### src/rtl/usr_pkg.sv
package usr_pkg;
  typedef enum logic [1:0] {
    MODE_HOLD = 2'b00,
    MODE_UP   = 2'b01,
    MODE_DN   = 2'b10,
    MODE_LOAD = 2'b11
  } usr_mode_e;
endpackage

### src/rtl/usr_rst_sync.sv
// Asynchronous assert, synchronous release; SYNC_STAGES must be >= 2.
module usr_rst_sync #(
  parameter int SYNC_STAGES = 2
) (
  input  logic clk_i,
  input  logic rst_ni,
  output logic rst_no
);
  logic [SYNC_STAGES-1:0] sync_q;

  always_ff @(posedge clk_i or negedge rst_ni) begin
    if (!rst_ni) sync_q <= '0;
    else         sync_q <= {sync_q[SYNC_STAGES-2:0], 1'b1};
  end

  assign rst_no = sync_q[SYNC_STAGES-1];
endmodule

### src/rtl/usr_next.sv
module usr_next
  import usr_pkg::*;
#(
  parameter int WIDTH = 8
) (
  input  usr_mode_e        mode_i,
  input  logic [WIDTH-1:0] cur_i,
  input  logic             ser_up_i,
  input  logic             ser_dn_i,
  input  logic [WIDTH-1:0] par_i,
  output logic [WIDTH-1:0] nxt_o
);
  always_comb begin
    unique case (mode_i)
      MODE_HOLD: nxt_o = cur_i;
      MODE_UP:   nxt_o = {cur_i[WIDTH-2:0], ser_up_i};
      MODE_DN:   nxt_o = {ser_dn_i, cur_i[WIDTH-1:1]};
      default:   nxt_o = par_i;
    endcase
  end
endmodule

### src/rtl/usr_oe.sv
module usr_oe
  import usr_pkg::*;
(
  input  usr_mode_e mode_i,
  input  logic      oe_a_ni,
  input  logic      oe_b_ni,
  output logic      drive_o
);
  // Pins released in load mode so external data can be applied.
  logic load_sel;
  assign load_sel = (mode_i == MODE_LOAD);
  assign drive_o  = ~oe_a_ni & ~oe_b_ni & ~load_sel;
endmodule

### src/rtl/univ_shift_reg.sv
module univ_shift_reg
  import usr_pkg::*;
#(
  parameter int WIDTH       = 8,
  parameter int SYNC_STAGES = 2
) (
  input  logic             clk_i,
  input  logic             rst_ni,
  input  logic [1:0]       mode_i,
  input  logic             ser_up_i,
  input  logic             ser_dn_i,
  input  logic             oe_a_ni,
  input  logic             oe_b_ni,
  input  logic [WIDTH-1:0] par_i,
  output logic [WIDTH-1:0] par_o,
  output logic             par_oe_o,
  output logic             ser_lsb_o,
  output logic             ser_msb_o
);
  localparam int MSB = WIDTH - 1;

  usr_mode_e        mode;
  logic             rst_int_n;
  logic [WIDTH-1:0] data_q;
  logic [WIDTH-1:0] data_d;

  assign mode = usr_mode_e'(mode_i);

  usr_rst_sync #(.SYNC_STAGES(SYNC_STAGES)) i_rst_sync (
    .clk_i  (clk_i),
    .rst_ni (rst_ni),
    .rst_no (rst_int_n)
  );

  usr_next #(.WIDTH(WIDTH)) i_next (
    .mode_i   (mode),
    .cur_i    (data_q),
    .ser_up_i (ser_up_i),
    .ser_dn_i (ser_dn_i),
    .par_i    (par_i),
    .nxt_o    (data_d)
  );

  usr_oe i_oe (
    .mode_i  (mode),
    .oe_a_ni (oe_a_ni),
    .oe_b_ni (oe_b_ni),
    .drive_o (par_oe_o)
  );

  always_ff @(posedge clk_i or negedge rst_int_n) begin
    if (!rst_int_n) data_q <= '0;
    else            data_q <= data_d;
  end

  assign par_o     = data_q;
  assign ser_lsb_o = data_q[0];
  assign ser_msb_o = data_q[MSB];
endmodule

### config.mk
export PLATFORM = sky130hd
export DESIGN_NAME = univ_shift_reg
export DESIGN_NICKNAME = d
export VERILOG_FILES = /design/src/rtl/usr_pkg.sv /design/src/rtl/usr_rst_sync.sv /design/src/rtl/usr_next.sv /design/src/rtl/usr_oe.sv /design/src/rtl/univ_shift_reg.sv
export SDC_FILE = /design/constraint.sdc
export NUM_CORES = 1
export LEC_CHECK = 0
export ABC_CLOCK_PERIOD_IN_PS = 800
export BUFFER_PORTS_ARGS = -buffer_cell sky130_fd_sc_hd__buf_2
export CORE_AREA = 2 2 39 41
export CTS_BUF_LIST = sky130_fd_sc_hd__clkbuf_2
export DETAILED_ROUTE_END_ITERATION = 12
export DIE_AREA = 0 0 41 43
export GPL_TIMING_DRIVEN = 0
export PLACE_DENSITY = 0.66
export SYNTH_ARGS = -nofsm -noshare
export SYNTH_HDL_FRONTEND = slang
export SYNTH_HIERARCHICAL = 1
export SYNTH_SLANG_ARGS = --single-unit
### constraint.sdc
create_clock -name clk_i -period 0.8 [get_ports clk_i]
set_clock_uncertainty 0.15 [all_clocks]
set_input_delay 0.12 -clock clk_i [delete_from_list [all_inputs] [get_ports clk_i]]
set_output_delay 0.12 -clock clk_i [all_outputs]
set_load 0.05 [all_outputs]
==> reports/qor.yml <==
status:
  outcome: "complete, but fails checks"
  violations: "negative hold slack, negative setup slack"
cells_and_area:
  area_growth_pct: 61.2
  diodes: 0
  fillers: 117
  nets: 72
  drive_gt1_share_pct: 90.9
  final_cell_count_no_fill: 71
worst_setup_path:
  end_kind: "output port"
  r2r-start: "par_o[1]"
  cp_top_family: "flip-flops"
  slowest_delay_ps: 440
  cp_cell_sequence: "buf_6 > buf_8"
  path_class: "reg -> out"
  critPathLaunchType: "register"
  slowest_stage: "dfrtp_2"
  worst-path-buf-inv: 2
  arrival_ps: 940
  crit_required_ps: 530
  worstPathMaxFanout: 4
  crit_start: "par_o[7]"
timing:
  setup_viol: 19
  hold_viol_final: 4
  final.setup.tns_ps: -6480
  period_share_pct: 152
  timing.final.ws_setup_ps: -415
  slew_viol_final: 0
  max_clock_freq_mhz: 823
  grt_setup_unrepaired: "yes"
  fin_hold_ws_ps: -7.98
  fin_crit_ps: 1210
floorplanning:
  die-width_um: 41
  fp-row-count: 14
  start_util_pct: 35.0
  core_area_mm2: 0.00138
  die_area_mm2: 0.00176
  pin_count: 27
  die_h_um: 43
power:
  vdd_drop_max_mv: 1.18
  p_leak_nw: 0.342
  p_per_area_mw_per_mm2: 2490
flow_run:
  drv_cap: 0
drt:
  post-route-drc-count: 0
  firstDrtPassIters: 3
  wl_um: 1020
  vias: 349
  postRouteAntennaNets: 0
  drtIter0Drc: 6
  via_per_inst: 4.92
  wl_per_cell_um: 14.3
cts:
  htree_levels: 1
  path_clk_slew_ps: 100
  clock-sinks: 10
  cts_tree: "built"
  cts_root_buffer: "clkbuf_2"
  clk_latency_ps: 240
  cts_buffers: 3
  clk_path_buf_depth: 2
global_route:
  grt_max_degree: 9
  antenna_found_initial: 0
  grtUsageTotal_pct: 13.9
  grt_pass1_wl_um: 1570
  gr-total-overflow: 0
  grt_pass1_vias: 378
yosys:
  synth_area_um2: 484
  synth_cell_types: 6
  synth.ff_latch_count: 10
  synth_nets: 40
  yosysSeqAreaShare_pct: 51.7
  yosys_warnings: 6
  syn_area_per_cell_um2: 20.2
  synth_cells: 24
placement:
  pre_cts_ws_ps: -415
  gp_congestion: 0.702
  place_inst: 66
  dp_hpwl_um: 801
  port_buffers: 26
hold_path:
  holdCritPathClass: "reg -> async"
[power breakdown]
group	internal (mW)	leakage (nW)	switching, mW
Clock	0.109	0.0140	0.164
Combinational	0.434	0.219	0.501
Sequential	0.615	0.109	0.121
Total	1.16	0.342	0.786
[placed cells by master (no fill, tap or decap)]
cell | synthesis | routed
buf_2 | 0 | 13
buf_6 | 2 | 12
mux4_2 | 8 | 8
dfrtp_2 | 0 | 8
buf_8 | 0 | 4
clkbuf_2 | 0 | 3
dfrtp_1 | 10 | 2
clkinv_1 | 0 | 1
dlygate4sd3_1 | 0 | 1
a211oi_4 | 0 | 1
conb_1 | 1 | 1
buf_4 | 2 | 1
[final cells by class]
type,instances,area [µm²],area share [%]
buffer,4,45.0,5.77
clock buffer,3,15.0,1.92
clock inverter,1,3.75,0.481
multi-input combinational,10,204,26.1
sequential,10,260,33.3
tap,16,20.0,2.56
timing repair buffer,27,233,29.8
[path summary, 6_finish.rpt]
kind	endpoint	slack (ps)	cells after the start
min	par_o[6]	-8	0
max reg2reg	par_o[0]	-390	1
max in group asynchronous	par_o[1]	230	0
max	par_o[7]	-410	2
min reg2reg	par_o[6]	-8	0
min in group clk_i	par_o[5]	40	2
[cell usage after synthesis]
master,number,area [µm²]
buf_6,2,22.5
buf_4,2,15.0
a211oi_2,1,12.5
dfrtp_1,10,250
mux4_2,8,180
conb_1,1,3.75
[timing repair]
item,CTS,global route
endpoints found under the hold margin,2,0
buffers inserted,0,0
pin swaps,1,1
resized for setup,27,5
endpoints found under the setup margin,19,19
hold buffers,1,0
[per-stage QoR]
stage	total power [mW]	cell area (µm²)	util, %
floorplan	1.29	502	-
global placement	1.47	652	47.1
detailed placement	1.49	652	47.1
CTS	1.96	768	55.5
global route	2.03	781	56.4
finish	1.94	781	56.4
[state kept, by name (all words and copies together) (netlist names)]
register / count
par_o: 8
i_rst_sync/sync_q: 2
[cells by family (layout without fill, tap and decap cells)]
family | after synthesis | count (layout) | share of synthesized area, %
mux | 8 | 8 | 37.2
buf+inv | 4 | 35 | 7.75
compound gates | 1 | 1 | 2.58
other cells | 1 | 1 | 0.774
flops | 10 | 10 | 51.7
[layer usage]
metal / up-vias / global-route usage, % / routed length, µm
met4: 0 / 12.0 / 19
met2: 21 / 20.3 / 506
met3: 2 / 2.09 / 75
met5: - / 0 / 0
met1: 174 / 16.8 / 415
li1: 152 / - / -
Note: power is estimated with default switching activity, not from simulation.
